**config.mk**
```make
export PLATFORM = sky130hd
export DESIGN_NAME = slot_dispatch
export DESIGN_NICKNAME = d
export VERILOG_FILES = /design/src/rtl/slot_dispatch_pkg.sv /design/src/rtl/order_queue.sv /design/src/rtl/slot_table.sv /design/src/rtl/issue_tracker.sv /design/src/rtl/slot_dispatch.sv
export SDC_FILE = /design/constraint.sdc
export NUM_CORES = 1
export LEC_CHECK = 0
export ABC_AREA = 1
export BUFFER_PORTS_ARGS = -buffer_cell sky130_fd_sc_hd__buf_2
export CAP_MARGIN = 20
export CORE_MARGIN = 2
export CORE_UTILIZATION = 45
export CTS_BUF_LIST = sky130_fd_sc_hd__clkbuf_8
export DETAILED_ROUTE_END_ITERATION = 8
export GPL_ROUTABILITY_DRIVEN = 0
export GPL_TIMING_DRIVEN = 0
export REMOVE_ABC_BUFFERS = 1
export SLEW_MARGIN = 20
export SYNTH_ARGS = -nofsm -noshare
export SYNTH_HDL_FRONTEND = slang
export SYNTH_SLANG_ARGS = --single-unit
```
**constraint.sdc**
```tcl
create_clock -name clk -period 3.33 [get_ports clk]
set_input_delay 0.333 -clock clk [delete_from_list [all_inputs] [get_ports clk]]
set_output_delay 0.333 -clock clk [all_outputs]
set_load 0.01 [all_outputs]
```
**src/rtl/slot_dispatch_pkg.sv**
```systemverilog
package slot_dispatch_pkg;

    typedef enum logic [2:0] {
        CK_NONQ = 3'd0,
        CK_LEGQ = 3'd1,
        CK_NATQ = 3'd2,
        CK_PIO  = 3'd3,
        CK_DMA  = 3'd4
    } cmd_kind_t;

    typedef enum logic [1:0] {
        FAM_SINGLE = 2'd0,
        FAM_LEGQ   = 2'd1,
        FAM_NATQ   = 2'd2
    } cmd_fam_t;

    typedef enum logic [1:0] {
        ST_IDLE  = 2'd0,
        ST_HOLD  = 2'd1,
        ST_OFFER = 2'd2
    } disp_state_t;

    function automatic cmd_fam_t kind_family(input logic [2:0] k);
        cmd_fam_t f;
        unique case (k)
            CK_LEGQ: f = FAM_LEGQ;
            CK_NATQ: f = FAM_NATQ;
            default: f = FAM_SINGLE;
        endcase
        return f;
    endfunction

    function automatic logic kind_is_queued(input logic [2:0] k);
        return (k == CK_LEGQ) || (k == CK_NATQ);
    endfunction

endpackage

```
**src/rtl/order_queue.sv**
```systemverilog
module order_queue #(
    parameter int NSLOT = 32,
    parameter int SW    = $clog2(NSLOT)
) (
    input  logic          clk,
    input  logic          rst_n,
    input  logic          push,
    input  logic [SW-1:0] push_slot,
    input  logic          pop,
    output logic [SW-1:0] head_slot,
    output logic          empty,
    output logic          full
);
    localparam int CW = $clog2(NSLOT + 1);

    logic [SW-1:0] store_q [NSLOT];
    logic [SW-1:0] wr_ptr, rd_ptr;
    logic [CW-1:0] fill_q;

    assign empty     = (fill_q == '0);
    assign full      = (fill_q == CW'(NSLOT));
    assign head_slot = store_q[rd_ptr];

    function automatic logic [SW-1:0] bump(input logic [SW-1:0] p);
        return (p == SW'(NSLOT - 1)) ? '0 : p + 1'b1;
    endfunction

    always_ff @(posedge clk) begin
        if (push) begin
            store_q[wr_ptr] <= push_slot;
        end
    end

    always_ff @(posedge clk or negedge rst_n) begin
        if (!rst_n) begin
            wr_ptr <= '0;
            rd_ptr <= '0;
            fill_q <= '0;
        end else begin
            if (push) begin
                wr_ptr <= bump(wr_ptr);
            end
            if (pop) begin
                rd_ptr <= bump(rd_ptr);
            end
            fill_q <= fill_q + CW'(push) - CW'(pop);
        end
    end

    // busy bitmap gating must keep the queue from overflowing
    a_r2_no_overflow: assert property (@(posedge clk) disable iff (!rst_n)
        push |-> (!full || pop));

    // nothing is popped from an empty queue
    a_r3_no_underflow: assert property (@(posedge clk) disable iff (!rst_n)
        pop |-> !empty);

endmodule

```
**src/rtl/slot_table.sv**
```systemverilog
module slot_table #(
    parameter int NSLOT = 32,
    parameter int SW    = $clog2(NSLOT)
) (
    input  logic             clk,
    input  logic             rst_n,
    input  logic             post_valid,
    input  logic [SW-1:0]    post_slot,
    input  logic [2:0]       post_kind,
    output logic             post_ok,
    input  logic             issue_we,
    input  logic [SW-1:0]    issue_slot,
    input  logic             done_valid,
    input  logic [SW-1:0]    done_slot,
    output logic             done_ok,
    input  logic [SW-1:0]    rd_slot,
    output logic [2:0]       rd_kind,
    output logic [NSLOT-1:0] busy_map,
    output logic [NSLOT-1:0] done_vec,
    output logic             post_clash
);
    logic [NSLOT-1:0] busy_q;
    logic [NSLOT-1:0] issued_q;
    logic [2:0]       kind_q [NSLOT];

    assign post_ok  = post_valid && !busy_q[post_slot];
    assign done_ok  = done_valid && issued_q[done_slot];
    assign rd_kind  = kind_q[rd_slot];
    assign busy_map = busy_q;

    always_ff @(posedge clk) begin
        if (post_ok) begin
            kind_q[post_slot] <= post_kind;
        end
    end

    always_ff @(posedge clk or negedge rst_n) begin
        if (!rst_n) begin
            busy_q     <= '0;
            issued_q   <= '0;
            done_vec   <= '0;
            post_clash <= 1'b0;
        end else begin
            done_vec   <= '0;
            post_clash <= post_valid && busy_q[post_slot];
            if (post_ok) begin
                busy_q[post_slot] <= 1'b1;
            end
            if (issue_we) begin
                issued_q[issue_slot] <= 1'b1;
            end
            if (done_ok) begin
                busy_q[done_slot]   <= 1'b0;
                issued_q[done_slot] <= 1'b0;
                done_vec[done_slot] <= 1'b1;
            end
        end
    end

    // at most one completion pulse per cycle
    a_r7_done_onehot: assert property (@(posedge clk) disable iff (!rst_n)
        $onehot0(done_vec));

    // a pulsed slot is already free
    a_r7_done_frees: assert property (@(posedge clk) disable iff (!rst_n)
        (done_vec & busy_map) == '0);

    // a clash pulse only follows a post
    a_r9_clash_from_post: assert property (@(posedge clk) disable iff (!rst_n)
        post_clash |-> $past(post_valid));

    // only occupied slots are dispatched
    a_r3_issue_busy: assert property (@(posedge clk) disable iff (!rst_n)
        issue_we |-> busy_q[issue_slot]);

endmodule

```
**src/rtl/issue_tracker.sv**
```systemverilog
module issue_tracker
    import slot_dispatch_pkg::*;
#(
    parameter int NSLOT = 32
) (
    input  logic       clk,
    input  logic       rst_n,
    input  logic [2:0] head_kind,
    output logic       compat,
    input  logic       issue_fire,
    input  logic [2:0] issue_kind,
    input  logic       done_hit
);
    localparam int CW = $clog2(NSLOT + 1);

    logic [CW-1:0] inflight_q;
    cmd_fam_t      fam_q;

    always_comb begin
        if (inflight_q == '0) begin
            compat = 1'b1;
        end else begin
            compat = kind_is_queued(head_kind) && (fam_q == kind_family(head_kind));
        end
    end

    always_ff @(posedge clk or negedge rst_n) begin
        if (!rst_n) begin
            inflight_q <= '0;
            fam_q      <= FAM_SINGLE;
        end else begin
            inflight_q <= inflight_q + CW'(issue_fire) - CW'(done_hit);
            if (issue_fire) begin
                fam_q <= kind_family(issue_kind);
            end
        end
    end

    // completions never exceed dispatched commands
    a_r7_no_underflow: assert property (@(posedge clk) disable iff (!rst_n)
        done_hit |-> (inflight_q != '0));

    // a non-queued dispatch leaves exactly one command in flight
    a_r4_single_alone: assert property (@(posedge clk) disable iff (!rst_n)
        (issue_fire && !kind_is_queued(issue_kind) && !done_hit) |=> (inflight_q == CW'(1)));

endmodule

```
**src/rtl/slot_dispatch.sv**
```systemverilog
module slot_dispatch
    import slot_dispatch_pkg::*;
#(
    parameter int NSLOT = 32,
    localparam int SW   = $clog2(NSLOT)
) (
    input  logic             clk,
    input  logic             rst_n,
    input  logic             post_valid,
    input  logic [SW-1:0]    post_slot,
    input  logic [2:0]       post_kind,
    output logic             disp_valid,
    input  logic             disp_ready,
    output logic [SW-1:0]    disp_slot,
    output logic [2:0]       disp_kind,
    output logic             disp_queued,
    output logic [SW-1:0]    disp_tag,
    input  logic             done_valid,
    input  logic [SW-1:0]    done_slot,
    output logic [NSLOT-1:0] done_vec,
    output logic [NSLOT-1:0] busy_map,
    output logic             post_clash
);
    disp_state_t   state_q, state_d;
    logic          post_ok, done_ok;
    logic          q_empty, q_full;
    logic [SW-1:0] head_slot;
    logic [2:0]    head_kind;
    logic          compat;
    logic          fire;

    assign fire = disp_valid && disp_ready;

    order_queue #(.NSLOT(NSLOT), .SW(SW)) u_order (
        .clk       (clk),
        .rst_n     (rst_n),
        .push      (post_ok),
        .push_slot (post_slot),
        .pop       (fire),
        .head_slot (head_slot),
        .empty     (q_empty),
        .full      (q_full)
    );

    slot_table #(.NSLOT(NSLOT), .SW(SW)) u_slots (
        .clk        (clk),
        .rst_n      (rst_n),
        .post_valid (post_valid),
        .post_slot  (post_slot),
        .post_kind  (post_kind),
        .post_ok    (post_ok),
        .issue_we   (fire),
        .issue_slot (head_slot),
        .done_valid (done_valid),
        .done_slot  (done_slot),
        .done_ok    (done_ok),
        .rd_slot    (head_slot),
        .rd_kind    (head_kind),
        .busy_map   (busy_map),
        .done_vec   (done_vec),
        .post_clash (post_clash)
    );

    issue_tracker #(.NSLOT(NSLOT)) u_track (
        .clk        (clk),
        .rst_n      (rst_n),
        .head_kind  (head_kind),
        .compat     (compat),
        .issue_fire (fire),
        .issue_kind (head_kind),
        .done_hit   (done_ok)
    );

    always_ff @(posedge clk or negedge rst_n) begin
        if (!rst_n) begin
            state_q <= ST_IDLE;
        end else begin
            state_q <= state_d;
        end
    end

    always_comb begin
        state_d = state_q;
        unique case (state_q)
            ST_IDLE: begin
                if (!q_empty) begin
                    state_d = compat ? ST_OFFER : ST_HOLD;
                end
            end
            ST_HOLD: begin
                if (compat) begin
                    state_d = ST_OFFER;
                end
            end
            ST_OFFER: begin
                if (disp_ready) begin
                    state_d = ST_IDLE;
                end
            end
            default: state_d = ST_IDLE;
        endcase
    end

    always_comb begin
        disp_valid  = 1'b0;
        disp_slot   = '0;
        disp_kind   = '0;
        disp_queued = 1'b0;
        disp_tag    = '0;
        unique case (state_q)
            ST_OFFER: begin
                disp_valid  = 1'b1;
                disp_slot   = head_slot;
                disp_kind   = head_kind;
                disp_queued = kind_is_queued(head_kind);
                disp_tag    = kind_is_queued(head_kind) ? head_slot : '0;
            end
            default: ;
        endcase
    end

    // an unaccepted offer stays up and unchanged
    a_r3_offer_stable: assert property (@(posedge clk) disable iff (!rst_n)
        (disp_valid && !disp_ready) |=> (disp_valid && $stable(disp_slot)));

    // the offered slot is marked busy
    a_r3_offer_busy: assert property (@(posedge clk) disable iff (!rst_n)
        disp_valid |-> busy_map[disp_slot]);

    // a non-queued offer carries no tag
    a_r6_untagged: assert property (@(posedge clk) disable iff (!rst_n)
        (disp_valid && !disp_queued) |-> (disp_tag == '0));

    // the controller never offers from an empty queue
    a_r3_offer_nonempty: assert property (@(posedge clk) disable iff (!rst_n)
        disp_valid |-> !q_empty);

endmodule

```
==> results by group <==
Yosys
  – Adder-Cell Fraction of Synth Area: 0.0200
  – Count of different cell masters after synthesis: 41
  – Synth Area in Simple Gates: 0.229
  – Synthesized netlist cell count: 1604
  – Share of the yosys chip area belonging to registers: 0.656
  – Async SR Flop Fraction: 0.325
  – Compound-cell area share of the yosys netlist: 0.0446
  – Synth Area in XOR/XNOR: 0.00480
  – Synth area leader: edfxtp_1
  – Avg Inst Size Synth: 10.2 sq um
  – Most used DFF post-synth: edfxtp_1
  – FF+latch count, synth: 379
  – Main combinational cell family by area after synthesis: simple AND/OR/NAND/NOR gates
  – Multiplexer share of the synthesized area: 0
  – Number of synthesized flops with an enable pin: 256
  – Post-synth top area share: 0.468
  – Synth area leaders: edfxtp_1, dfrtp_1, nand2_1, nor2_1, nand3_1
  – YS warnings: 0
  – Synthesized cell area: 16400 sq um

STA
  – Setup ws final: -725 ps
  – Fmax: 0.247 GHz
  – Slew headroom: 0.384
  – Worst Max-Slew Pin Slew: 916 ps
  – RSZ-0062 raised after global routing: yes
  – Clock skew: 34.2 ps
  – Slew Limit Fails: 0
  – Period minus WS final: 4060 ps
  – Hold Slack: 102 ps
  – Setup violators final: 9
  – Part of the cycle the worst path needs: 1.22
  – Final TNS setup: -5660 ps
  – Hold violation count in the final report: 0

Pwr
  – LEAKAGE: 8.59 nW
  – Pwr dens: 980 nW/um^2
  – Peak VDD IR: 0.523 mV

Clock network
  – CTS tree: done
  – Clk sinks: 379
  – Clock-pin slew on the worst setup and hold paths: 60 ps
  – Worst skew pair latency: 650 ps
  – Root buffer cell: clkbuf_8
  – H-tree levels: 2
  – CTS Buffer Depth: 3
  – TritonCTS Buffers: 61

Place
  – Placed Area: 17300 sq um
  – Dpl ws: -1990 ps
  – Post-DP HPWL: 28.7 mm
  – Input/output buffers: 97

Global routing
  – GRT Overall Usage: 0.262
  – Pin count of the biggest net entering global routing: 89
  – Number of global-route vias before repair: 12300
  – Overflow after GRT: 0
  – Initial antenna violation count: 2
  – First-pass GRT wire length: 74.4 mm

Worst setup path
  – Worst path required time: 3000 ps
  – Crit path launch type: flip-flop
  – Crit Reg-Reg Startpoint: u_order.rd_ptr[0]
  – CP bufs+invs: 4
  – Worst setup path class: flip-flop to output pin
  – Max incr delay on CP: 530 ps
  – Critical path depth: 22
  – Crit. Startpoint: u_order.rd_ptr[0]
  – Worst Path Max Fanout: 7
  – Critical path cell sequence: buf_16, clkinv_8, nand2_1, nand3_1, nand2_1, nand2_1, nand3_1, nor2_2, nor2_4, inv_2, nand2_2, nor2_4, nand2_1, nand2_2, nor2_4, nand2_4, nor2_4, nand2_2, nand2_4, nand2_8, nor2_2, buf_2
  – Crit end category: output pin
  – Critical Path AT: 3720 ps
  – Worst reg-to-reg path cell count: 24
  – Crit-path leading delay family: simple AND/OR/NAND/NOR gates
  – R2r setup slk: 100 ps
  – Crit-path slowest cell: dfrtp_4

Floorplan
  – Core area: 35700 sq um
  – Cell Rows: 69
  – Die X: 195 um
  – Die Area: 38000 sq um
  – IO Pins: 98
  – Initial Util: 0.459
  – Die Y: 195 um

Run status
  – Failing checks: negative setup slack
  – Outcome: complete, but fails checks

Worst hold path
  – Cells on Worst Hold Path: 2
  – HP Class: input pin to flip-flop
  – Hold Crit Start: post_valid

Layout
  – Number of fill cells in the layout: 3093
  – Area growth from synthesis to layout: 22.7%
  – Ratio of cells with drive above 1 in the final layout: 0.208
  – Final instance area: 20200 sq um
  – Final Util: 0.564
  – Reg area: 10800 sq um
  – Nets: 1841
  – Final antenna diode count: 0
  – Area of the multi-input gates: 5660 sq um

Routing
  – Routed wire length: 49.8 mm
  – DRT iter0 DRCs: 1397
  – Via density: 5.50
  – DRC: 0
  – Post-DR wirelength/cell: 21.5 um
  – DR vias: 12700
  – Pre-antenna DRT Iters: 5
  – Routed Antenna Nets: 0

Run
  – Max-Cap Viols: 0
flip-flops by register name (all words and copies together), names as in the netlist, 5 cells and up:
name and count:
u_slots.issued_q 32, u_order.store_q 160, u_order.fill_q 6, u_slots.busy_map 32, u_track.inflight_q 6, u_slots.kind_q 96
u_slots.done_vec 32, u_order.rd_ptr 5, u_order.wr_ptr 5
cell usage after synthesis, types with 2 or more instances:
master      n
inv_1      97
nor2_2     18
nor3_1     17
buf_2      19
xor2_1      5
buf_1       2
fa_1        2
nor2_1    244
nand4_1     4
a22oi_1    32
inv_2       9
nand3_1   137
nand2_2     6
nor4_1      4
buf_6      15
xnor2_1     4
a31oi_1     3
buf_4       5
dfrtp_1   123
o21ai_1     6
nand2_1   459
a21oi_1    67
edfxtp_1  256
clkbuf_1    8
clkinv_1    3
o21ai_0    11
nand3b_1   12
ha_1       23
through the flow:
| stage | power (mW) | std cells |
|---|---|---|
| 2_1_floorplan | 10.1 | 1555 |
| 3_3_place_gp | 12.0 | 2113 |
| 3_5_place_dp | 12.2 | 2117 |
| 4_1_cts | 18.8 | 2301 |
| 5_1_grt | 20.8 | 2312 |
| 6_report | 19.7 | 2312 |
where the power goes:
group	switching [mW]	leakage [nW]	internal [mW]
logic	6.32	3.98	3.60
clock network	1.89	0.714	2.00
registers	0.395	3.89	5.55
total	8.60	8.59	11.1
cells by family after synthesis:
kind of cell,count (synthesis)
buffers and inverters,159
AOI/OAI and AO/OA,126
xor gates and xnor gates,9
and+or+nand+nor,906
DFF,379
adders and majority gates,25
worst register-to-register path: stages (launching register included):
cell	delay (ps)
dfrtp_4	530
buf_16	290
clkinv_8	140
nand2_1	80
nand3_1	70
nand2_1	130
nand2_1	90
nand3_1	170
nor2_2	70
nor2_4	190
inv_2	80
nand2_2	110
nor2_4	80
nand2_1	100
nand2_2	80
nor2_4	150
nand2_4	90
buf_4	140
buf_4	130
nand4_1	60
nand2_1	70
nand2_1	70
nand2_1	60
nand2_1	60
nand2_1	40
per-layer routing:
layer	wire length, um	track usage	vias to the layer above
li1	-	-	5800
met1	21000	0.372	6204
met2	22400	0.399	601
met3	4580	0.0515	118
met4	1770	0.102	0
met5	0	0	-
cell usage in the layout (no fill, tap or decap), types with 27 or more instances in the layout:
master / n
a21oi_1: 62
a22oi_1: 32
buf_2: 90
buf_4: 34
clkbuf_8: 70
dfrtp_1: 120
edfxtp_1: 256
inv_1: 121
nand2_1: 438
nand3_1: 121
nor2_1: 214
nor2_2: 27
worst paths after layout:
path	endpoint
setup / recovery	disp_tag[3]
hold / removal	u_slots.post_clash
setup reg to reg	state_q[1]
hold reg to reg	u_order.fill_q[0]
max in group asynchronous	u_order.rd_ptr[0]
min in group asynchronous	u_slots.busy_map[11]
final cells by class:
type | count | share of cell area
repair inverters | 8 | 0.00621
clock inverters | 46 | 0.0111
flip-flops and latches | 379 | 0.535
multi-input cells | 1080 | 0.281
clock buffers | 70 | 0.0478
well taps | 461 | 0.0286
inverters | 110 | 0.0233
repair buffers | 158 | 0.0675
repair_timing:
item / 4_1_cts / 5_1_grt
setup buffers: 42 / 8
gates resized for setup: 124 / 60
endpoints found under the setup margin: 290 / 193
pin swaps: 37 / 30
hold endpoints to repair: 37 / 0
hold buffers: 2 / 0
gates cloned: 24 / 3
No activity file was read; power rests on OpenSTA's default activity.
